## src/rtl/spi_dbl_ctrl.sv

```systemverilog
module spi_dbl_ctrl #(
  parameter int CLK_DIV = 2,
  parameter int DW = 8
) (
  input  logic          clk,
  input  logic          rst_n,
  input  logic          wr_en,
  input  logic          rd_en,
  input  logic [1:0]    addr,
  input  logic [DW-1:0] wdata,
  output logic [DW-1:0] rdata,
  output logic          sck_o,
  output logic          mosi_o,
  input  logic          miso_i,
  input  logic          ss_n_i,
  output logic          irq_tx,
  output logic          irq_rxe
);
  localparam int CW = (CLK_DIV > 1) ? $clog2(CLK_DIV) : 1;
  localparam int HW = $clog2(2 * DW);
  localparam logic [CW-1:0] CNT_TOP = CW'(CLK_DIV - 1);
  localparam logic [HW-1:0] HALF_TOP = HW'(2 * DW - 1);

  logic en, cpol, cpha, txie, rxie, erie, rpt;
  logic [DW-1:0] txbuf, sh, rxbuf;
  logic tx_empty, rx_full, ovf, modf, rx_arm, ovf_arm, modf_arm;
  logic busy, rbit;
  logic [CW-1:0] cnt;
  logic [HW-1:0] half;
  logic [1:0] ss_q;

  wire wr_data = wr_en && addr == 2'd0;
  wire wr_ctrl = wr_en && addr == 2'd1;
  wire rd_data = rd_en && addr == 2'd0;
  wire rd_stat = rd_en && addr == 2'd2;
  wire mf_hit  = en && !ss_q[1];
  wire run     = en && !mf_hit;
  wire tick    = busy && cnt == CNT_TOP;
  wire done    = run && tick && half == HALF_TOP;
  wire go      = run && (!tx_empty || rpt) && (!busy || done);
  wire load    = go && !tx_empty;
  wire rx_clr  = rd_data && rx_arm;
  wire ovf_clr = rd_data && ovf_arm;
  wire [DW-1:0] rx_word = {sh[DW-2:0], rbit};

  always_ff @(posedge clk or negedge rst_n)
    if (!rst_n) begin
      busy <= 1'b0;
      cnt  <= '0;
      half <= '0;
      sh   <= '0;
      rbit <= 1'b0;
    end else if (!run) begin
      busy <= 1'b0;
    end else begin
      if (busy) begin
        cnt <= tick ? '0 : cnt + CW'(1);
        if (tick) begin
          half <= half + HW'(1);
          if (!half[0]) rbit <= miso_i;
          else          sh   <= rx_word;
        end
      end
      if (done) busy <= 1'b0;
      if (go) begin
        busy <= 1'b1;
        cnt  <= '0;
        half <= '0;
        if (load) sh <= txbuf;
      end
    end

  always_ff @(posedge clk or negedge rst_n)
    if (!rst_n) begin
      {en, cpol, cpha, txie, rxie, erie, rpt} <= '0;
      txbuf <= '0;
      rxbuf <= '0;
      tx_empty <= 1'b1;
      {rx_full, ovf, modf, rx_arm, ovf_arm, modf_arm} <= '0;
      ss_q <= 2'b11;
    end else begin
      if (load) tx_empty <= 1'b1;
      if (wr_data) begin
        txbuf    <= wdata;
        tx_empty <= 1'b0;
      end
      if (rx_clr)  rx_full <= 1'b0;
      if (ovf_clr) ovf <= 1'b0;
      if (done) begin
        if (rx_full && !rx_clr) ovf <= 1'b1;
        else begin
          rxbuf   <= rx_word;
          rx_full <= 1'b1;
        end
      end
      if (rd_stat && rx_full) rx_arm <= 1'b1;
      if (rx_clr) rx_arm <= 1'b0;
      if (rd_stat && ovf) ovf_arm <= 1'b1;
      if (ovf_clr) ovf_arm <= 1'b0;
      if (wr_ctrl) begin
        {rpt, erie, rxie, txie, cpha, cpol} <= wdata[6:1];
        en <= wdata[0] && !(modf && !modf_arm);
        if (modf_arm) begin
          modf     <= 1'b0;
          modf_arm <= 1'b0;
        end
      end
      if (rd_stat && modf) modf_arm <= 1'b1;
      if (mf_hit) begin
        en   <= 1'b0;
        modf <= 1'b1;
      end
      ss_q <= {ss_q[0], ss_n_i};
    end

  assign sck_o   = busy ? (cpol ^ (cpha ? ~half[0] : half[0])) : cpol;
  assign mosi_o  = sh[DW-1];
  assign irq_tx  = en & tx_empty & txie;
  assign irq_rxe = (rx_full & rxie) | ((modf | ovf) & erie);

  always_comb
    case (addr)
      2'd0:    rdata = rxbuf;
      2'd1:    rdata = {{(DW-7){1'b0}}, rpt, erie, rxie, txie, cpha, cpol, en};
      2'd2:    rdata = {{(DW-4){1'b0}}, modf, ovf, tx_empty, rx_full};
      default: rdata = '0;
    endcase
endmodule

```

## config.mk

```make
export PLATFORM = sky130hd
export DESIGN_NAME = spi_dbl_ctrl
export DESIGN_NICKNAME = d
export VERILOG_FILES = /design/src/rtl/spi_dbl_ctrl.sv
export SDC_FILE = /design/constraint.sdc
export NUM_CORES = 1
export LEC_CHECK = 0
export BUFFER_PORTS_ARGS = -buffer_cell sky130_fd_sc_hd__buf_2
export CAP_MARGIN = 30
export CORE_UTILIZATION = 55
export CTS_BUF_LIST = sky130_fd_sc_hd__clkbuf_16
export CTS_CLUSTER_SIZE = 28
export DETAILED_ROUTE_END_ITERATION = 10
export GPL_TIMING_DRIVEN = 0
export PLACE_DENSITY_LB_ADDON = 0.12
export SLEW_MARGIN = 10
export SYNTH_ARGS = -nofsm -noshare
export SYNTH_HDL_FRONTEND = slang
export SYNTH_SLANG_ARGS = --single-unit
```

## constraint.sdc

```tcl
create_clock -name clk -period 2.3 [get_ports clk]
set_clock_uncertainty 0.2 [all_clocks]
set_input_delay 0.115 -clock clk [delete_from_list [all_inputs] [get_ports clk]]
set_output_delay 0.115 -clock clk [all_outputs]
set_load 0.03 [all_outputs]
```

## Yosys cells after proc, flatten, opt, wreduce, memory -nomap -nowiden

Cells that the tools add are included.

| storage, ports and cells | value |
|---|---|
| flip-flop bits (word level) | 47 |
| output and inout bits | 12 |
| word-level logic and storage cells | 116 |
| input port bits | 16 |

| operators by class | value |
|---|---|
| $add $sub $neg | 2 |
| muxes and demuxes | 36 |
| equal/unequal tests | 4 |
| reduce and logical (&&, ||, !) cells | 43 |
| bitwise logic cells | 9 |

Operators by type and width:

| operator | count |
|---|---|
| $mux 8 | 5 |
| $mux 1 | 27 |
| $pmux 8 s3 | 1 |
| $logic_and 1x1->1 | 20 |
| $reduce_bool 2->1 | 8 |
| $mux 4 | 3 |
| $logic_not 1->1 | 7 |
| $reduce_and 2->1 | 3 |
| $add 4x1->4 const B | 1 |
| $and 1x1->1 | 4 |
| $eq 4x4->1 const B | 1 |
| $reduce_and 4->1 | 1 |
| $ne 3x1->1 const B | 1 |
| $reduce_and 3->1 | 1 |
| $eq 2x1->1 const B | 1 |
| $eq 2x2->1 const B | 1 |
| $logic_not 2->1 | 1 |
| $logic_or 1x1->1 | 2 |
| $not 1->1 | 2 |
| $or 1x1->1 | 2 |
| $add 1x1->1 const B | 1 |
| $xor 1x1->1 | 1 |

## Logic depth before layout (Yosys ltp)

Gate-level depths: netlist of run 1.

| logic depth | value |
|---|---|
| depth in word-level cells | 11 |
| depth in mapped cells | 6 |
| depth with buffers taken out | 5 |

## Worst setup path before layout of run 1

No wires, ideal clock.

| timing | value |
|---|---|
| path kind | register -> register |
| start point | register ss_q[1] |
| end point | register rxbuf[0] |
| arrival time | 1.538 ns |
| stages on the path, launching flop included | 6 |
| clock period less this slack | 1.862 ns |
| required time | 1.975 ns |
| slack | 0.438 ns |
| path buffers | 1 |
| setup time | 0.125 ns |
| path through | dfstp_2 -> and4_1 -> buf_4 -> nand4_4 -> a21oi_4 -> mux2_2 |

| on the way | value |
|---|---|
| word-level cells in the longest chain between the ends | 7 |

RTL lines:

| what | RTL line | source |
|---|---|---|
| start: declaration | 30 | `logic [1:0] ss_q;` |
| start signal: assignment | 113 | `ss_q <= {ss_q[0], ss_n_i};` |
| $logic_not 1->1 | 36 | `wire mf_hit = en && !ss_q[1];` |
| $logic_and 1x1->1 | 36 |  |
| $logic_not 1->1 | 37 | `wire run = en && !mf_hit;` |
| $logic_and 1x1->1 | 37 |  |
| $logic_and 1x1->1 (2 in series) | 39 | `wire done = run && tick && half == HALF_TOP;` |
| $reduce_and 2->1 (no line) | n/a |  |
| end signal: assignment | 92 | `rxbuf <= rx_word;` |
| end: declaration | 25 | `logic [DW-1:0] txbuf, sh, rxbuf;` |

No other way between the ends.
A chain may end at the register's enable or synchronous reset.

## Worst setup path after layout of run 1

| timing | value |
|---|---|
| start point | input port addr[1] |
| end point | output port rdata[1] |

| on the way | value |
|---|---|
| word-level cells in the longest chain between the ends | 2 |
| elaborated cells on any way between the ends | 4 |
| those cells by class | eq/ne (2); mux (1); reduce/logical (1) |

RTL lines:

| what | RTL line | source |
|---|---|---|
| start: declaration | 9 | `input logic [1:0] addr,` |
| $eq 2x2->1, or another cell as far along | 122 | `case (addr)` |
| $pmux 8 s3 (*) | 122 |  |
| end: declaration | 11 | `output logic [DW-1:0] rdata,` |

Every way passes the cells marked *; elsewhere a longest branch is shown, timed or not.

==> results.json, run 1 <==
{
  "status": "finished clean",
  "hold_path.class": "in2reg",
  "grt-busiest-layer": "met2",
  "seq_area_mm2": 0.001180,
  "wirelength_um": 4700,
  "overflow": 0,
  "coreArea_mm2": 0.003716,
  "multiInputGateArea_um2": 887.1,
  "crit_path_start_kind": "input port",
  "dr.pass1.iters": 4,
  "stdcell_count": 317,
  "power.internal_mw": 1.576,
  "power_switching_uw": 687.9,
  "pwr-share-seq": 0.497,
  "synthCells": 219,
  "worstMarginPinSlew_ns": 0.6371,
  "drive_gt1_frac": 0.2045,
  "cp_data_required_time_ns": 1.99,
  "place_ws_ns": 0.02999,
  "rsz0062_at_grt": "yes",
  "rr_startpoint": "half[0]$_DFFE_PN0P_",
  "clk_latency_ns": 0.28,
  "area_growth_pct": 23.47,
  "drv_slew": 0,
  "io_pins": 28,
  "cts_tree": "done",
  "power.leakage_nw": 1.311,
  "ys_seq_area_frac": 0.5479,
  "slew_headroom": 0.5737,
  "r2r_cells": 5,
  "ir_drop_uv": 643.7,
  "fmax_ghz": 0.4533,
  "sw_frac_of_total": 0.3039,
  "path_clk_slew_ns": 0.06,
  "critPathMaxFanout": 10,
  "grt_pass1_vias": 1680,
  "pwr-share-clk": 0.303,
  "use_met1": 0.3435,
  "die_y_um": 64.57,
  "hold_viol": 0,
  "cts_root_buf": "clkbuf_16",
  "ys_types": 36,
  "synth_largest_area_cell": "dfrtp_1",
  "postCtsSetupRepairBufs": 0,
  "ys_ff_latch": 47,
  "synthFlopType": "dfrtp_1",
  "cts_inserted_buffers": 5,
  "finalSetupTns_ns": 0,
  "hp-start": "rd_en",
  "max_cap_violations": 0,
  "port_buffers": 27,
  "cts.path.max_buffers": 2,
  "clock_sinks": 47,
  "vias": 1695,
  "track_usage": 0.2606,
  "initial_core_util": 0.5795,
  "drc": 0,
  "grt_max_degree": 27,
  "detail_route.wl_per_cell_um": 14.83,
  "power.density_mw_per_mm2": 851.4,
  "use_met2": 0.4224,
  "postRouteAntennaNets": 0,
  "synth.top_cell.area_share": 0.5113,
  "min_period_over_period": 0.9591,
  "drt_iter0_drc": 108,
  "htree_levels": 2,
  "via_per_inst": 5.347,
  "setup_viol": 0,
  "synth_edf_count": 0,
  "combPwrFrac": 0.200,
  "critPathCaptureType": "output port",
  "grt_pass1_wl_um": 7900,
  "gp_congestion": 0.7990,
  "critical_path_class": "in2out",
  "n_antenna_cell": 0,
  "arrival_ns": 1.89,
  "use_met3": 0.05810,
  "layout_common_cells": "55 x nand2_1, 44 x dfrtp_1, 28 x buf_2, 18 x inv_1, 15 x o21ai_0",
  "synth_warnings": 0,
  "die_w_um": 64.57,
  "synth_nets": 236,
  "critPathLaunch": "addr[1]",
  "async_reset_ff_frac": 1.000,
  "postSynthAreaPerCell_um2": 9.832,
  "fin_crit_ns": 2.206,
  "dp.final_hpwl_um": 3244,
  "nFillCells": 298,
  "row_count": 22,
  "finalNetCount": 285,
  "ys_top_cells_by_area": "dfrtp_1 51%, nand2_1 9.6%, mux2_2 4.7%, dfstp_2 3.7%, o21ai_0 3.5%",
  "dieArea_mm2": 0.004169,
  "layout_commonest_cell": "nand2_1",
  "synth_area_mm2": 0.002153,
  "holdPathStages": 3,
  "antenna_found_initial": 0,
  "final.setup.worst_slack_ns": 0.09411,
  "place_inst": 295
}
-- power groups by stage --
| stage | Sequential (mW) | Clock, mW | Combinational, mW |
|---|---|---|---|
| floorplan | 1.11 | 0 | 0.297 |
| global placement | 1.13 | 0 | 0.412 |
| detailed placement | 1.13 | 0 | 0.429 |
| CTS | 1.12 | 0.704 | 0.450 |
| global route | 1.15 | 0.734 | 0.505 |
| finish | 1.13 | 0.685 | 0.452 |
-- sequential cells by signal (all words and copies together) (netlist names), 2 cells and up --
name	cells
txbuf	8
sh	8
half	4
rxbuf	8
ss_q	2
-- cells by family (layout without fill, tap and decap cells) --
kind of cell,count (synthesis),in the layout,synth area share
AO/OA/AOI/OAI,37,37,0.1116
XOR/XNOR,5,5,0.02034
adder cells (fa/ha/maj),1,1,0.005810
buffers and inverters,24,74,0.04416
flip-flops,47,47,0.5479
multiplexers,16,16,0.07961
AND/OR/NAND/NOR,89,89,0.1906
-- worst max-delay path: stages --
cell and delay, ns:
dlygate4sd3_1 0.51, buf_2 0.13, clkbuf_1 0.36, nor2b_1 0.32, nand2_1 0.11, o21ai_0 0.11
buf_2 0.23
-- synthesized netlist by cell type (all sizes together) (2+ instances only) --
cell type and number:
inv 17, xor2 3, mux2 9, o221ai 8
buf 2, nand2 55, dfstp 3, nand4 3
nor2b 4, clkbuf 5, a21oi 9, nor2 14
xnor2 2, mux2i 7, dfrtp 44, and2 3
o21ai 15, nor3b 2
-- layer usage --
metal	wire length (um)	share of wire
met1	2220	0.47
met2	2225	0.47
met3	181	0.039
met4	72	0.015
met5	0	0
-- metrics by stage --
stage / hold WS (ns) / area (um2) / total power [mW] / utilization
3_5_place_dp: -0.08355 / 2369 / 1.564 / 0.6374
5_1_grt: 0.06462 / 2659 / 2.390 / 0.7155
3_3_place_gp: 0.02009 / 2349 / 1.543 / 0.6320
4_1_cts: 0.03454 / 2650 / 2.277 / 0.7131
2_1_floorplan: -0.3806 / 2153 / 1.407 / -
6_report: 0.04424 / 2659 / 2.264 / 0.7155
-- path summary, 6_finish.rpt --
path | end | slack, ns
max in group asynchronous | ss_q[0]$_DFF_PN1_ | 1.16
min in group asynchronous | erie$_DFFE_PN0P_ | 0.14
worst max register to register | sh[0]$_DFFE_PN0N_ | 0.18
worst min register to register | ss_q[1]$_DFF_PN1_ | 0.16
worst min-delay path | ovf_arm$_DFFE_PN0P_ | 0.04
worst max-delay path | rdata[1] | 0.09
-- area by class of cell --
class | instances | share of cell area
clock buffers | 5 | 0.04706
flip-flops and latches | 47 | 0.4438
inverters | 17 | 0.02400
clock inverters | 3 | 0.006118
repair buffers | 42 | 0.1111
multi-input cells | 148 | 0.3336
well taps | 48 | 0.02259
plain buffers | 7 | 0.01176
-- timing repair --
action,in CTS,in global routing
setup endpoints to repair,0,16
resized for setup,0,2
hold buffers,14,0
hold endpoints to repair,65,0
Power figures use the tool's default switching activity.
==> run 2, diff against run 1 <==
--- a/config.mk
+++ b/config.mk
@@ -5,12 +5,12 @@
 export SDC_FILE = /design/constraint.sdc
 export NUM_CORES = 1
 export LEC_CHECK = 0
-export BUFFER_PORTS_ARGS = -buffer_cell sky130_fd_sc_hd__buf_2
 export CAP_MARGIN = 30
 export CORE_UTILIZATION = 55
 export CTS_BUF_LIST = sky130_fd_sc_hd__clkbuf_16
 export CTS_CLUSTER_SIZE = 28
 export DETAILED_ROUTE_END_ITERATION = 10
+export DONT_BUFFER_PORTS = 1
 export GPL_TIMING_DRIVEN = 0
 export PLACE_DENSITY_LB_ADDON = 0.12
 export SLEW_MARGIN = 10
==> constraint.sdc (replaced) <==
create_clock -name clk -period 1.8 [get_ports clk]
set_clock_uncertainty 0.2 [all_clocks]
set_input_delay 0.09 -clock clk [delete_from_list [all_inputs] [get_ports clk]]
set_output_delay 0.09 -clock clk [all_outputs]
set_load 0.03 [all_outputs]
==> results.json, run 2 (synthesis gave the netlist of run 1 again) <==
{
  "path_delay_family": "flip-flops",
  "grt_pass1_vias": 1810,
  "power.leakage_nw": 1.269,
  "die_w_um": 64.57,
  "stdcell_count": 297,
  "antenna_found_initial": 0,
  "rr_startpoint": "ss_q[1]$_DFF_PN1_",
  "vias": 1703,
  "layout_commonest_cell": "nand2_1",
  "drv_slew": 0,
  "cp_slowest_cell": "dfstp_2",
  "grt_max_degree": 48,
  "htree_levels": 2,
  "io_pins": 28,
  "clk_latency_ns": 0.28,
  "slew_headroom": 0.5703,
  "reg_top3": "rxbuf: 8 flops, sh: 8 flops, txbuf: 8 flops",
  "max_cap_violations": 0,
  "grt_pass1_wl_um": 8694,
  "via_per_inst": 5.734,
  "overflow": 0,
  "dr.pass1.iters": 4,
  "finalNetCount": 266,
  "track_usage": 0.2864,
  "clock_sinks": 47,
  "drive_gt1_frac": 0.1526,
  "dieArea_mm2": 0.004169,
  "cts_tree": "done",
  "min_period_over_period": 1.073,
  "wirelength_um": 5154,
  "fin_crit_ns": 1.932,
  "r2r_cells": 6,
  "rrSetupSlack_ns": -0.13,
  "drt_iter0_drc": 136,
  "cp_data_required_time_ns": 1.77,
  "hp-start": "addr[1]",
  "die_y_um": 64.57,
  "rsz0062_at_grt": "yes",
  "reg2reg_to": "rxbuf[2]$_DFFE_PN0P_",
  "coreArea_mm2": 0.003716,
  "hold_path.class": "in2reg",
  "setup_viol": 16,
  "crit_path_start_kind": "flip-flop",
  "critPathBufInv": 2,
  "row_count": 22,
  "hold_viol": 0,
  "critical_path_class": "reg2reg",
  "postRouteAntennaNets": 0,
  "initial_core_util": 0.5795,
  "critPathMaxFanout": 7,
  "cts.path.max_buffers": 2,
  "finalSetupTns_ns": -1.433,
  "power.density_mw_per_mm2": 1117,
  "layout_common_cells": "55 x nand2_1, 43 x dfrtp_1, 18 x inv_1, 16 x dlygate4sd3_1, 14 x nor2_1",
  "violations": "setup timing",
  "path_cells": "and4_1, buf_6, nand4_4, a21oi_4, buf_12, mux2_4",
  "fin_util": 0.7259,
  "worstMarginPinSlew_ns": 0.6402,
  "ir_drop_uv": 863.1,
  "place_inst": 267,
  "drc": 0,
  "slowest_delay_ns": 0.54,
  "n_antenna_cell": 0,
  "status": "finished, violations left",
  "holdPathStages": 3,
  "cts_inserted_buffers": 5,
  "arrival_ns": 1.90,
  "gp_congestion": 0.7872,
  "fmax_ghz": 0.5176,
  "final.setup.worst_slack_ns": -0.1321,
  "dp.final_hpwl_um": 3281,
  "cts_root_buf": "clkbuf_16",
  "port_buffers": 0,
  "detail_route.wl_per_cell_um": 17.35,
  "critPathCaptureType": "flip-flop",
  "min_to": "modf_arm$_DFFE_PN0P_",
  "area_growth_pct": 25.28,
  "path_clk_slew_ns": 0.06
}
## run 2: layer usage
layer	wire length (um)	vias up	global-route usage
met4	126	0	0.1194
met5	0	-	0
met1	2368	850	0.3795
li1	-	791	-
met2	2394	50	0.4513
met3	265	12	0.06690
## run 2: layout make-up
type / instances / area, um2
multi-input combinational: 148 / 945.9
timing repair buffer: 24 / 256.5
buffer: 6 / 31.28
inverter: 17 / 63.81
tap: 48 / 60.06
clock inverter: 2 / 33.78
clock buffer: 5 / 125.1
fill: 267 / 1018
sequential: 47 / 1181
## run 2: repair_timing
item,in CTS,in global routing
setup buffers,6,1
gates resized for setup,16,5
setup endpoints to repair,24,21
hold endpoints to repair,70,0
pin swaps,2,0
hold buffers,17,0
## run 2: how the worst max path moves through the flow
| stage | start | endpoint | slack [ns] | depth (start not counted) |
|---|---|---|---|---|
| floorplan | ss_q[1]$_DFF_PN1_ | rxbuf[0]$_DFFE_PN0P_ | -0.06 | 5 |
| global placement | half[0]$_DFFE_PN0P_ | sh[5]$_DFFE_PN0N_ | -0.30 | 5 |
| detailed placement | half[0]$_DFFE_PN0P_ | sh[4]$_DFFE_PN0N_ | -0.35 | 5 |
| CTS | ss_q[1]$_DFF_PN1_ | rxbuf[0]$_DFFE_PN0P_ | -0.12 | 6 |
| global route | ss_q[1]$_DFF_PN1_ | rxbuf[2]$_DFFE_PN0P_ | -0.17 | 6 |
| finish | ss_q[1]$_DFF_PN1_ | rxbuf[2]$_DFFE_PN0P_ | -0.13 | 6 |
## run 2: through the flow
stage	setup slack, ns	cell area [um2]	hold WS, ns	power [mW]
floorplan	-0.06224	2157	-0.4056	1.802
CTS	-0.1151	2676	0.05643	3.015
finish	-0.1321	2698	0.06072	3.013
detailed placement	-0.3480	2217	-0.4046	1.929
global placement	-0.2965	2217	-0.4046	1.896
global route	-0.1733	2698	0.1039	3.174
## run 2: worst register-to-register path, cell delays in order (launching register included)
cell and delay (ns):
dfstp_2 0.54, and4_1 0.21, buf_6 0.11, nand4_4 0.09, a21oi_4 0.19, buf_12 0.16
mux2_4 0.31
## run 2: report_power, final
| group | switching [mW] | internal (mW) |
|---|---|---|
| logic | 0.321 | 0.232 |
| registers | 0.210 | 1.26 |
| clock network | 0.347 | 0.641 |
| total | 0.878 | 2.14 |
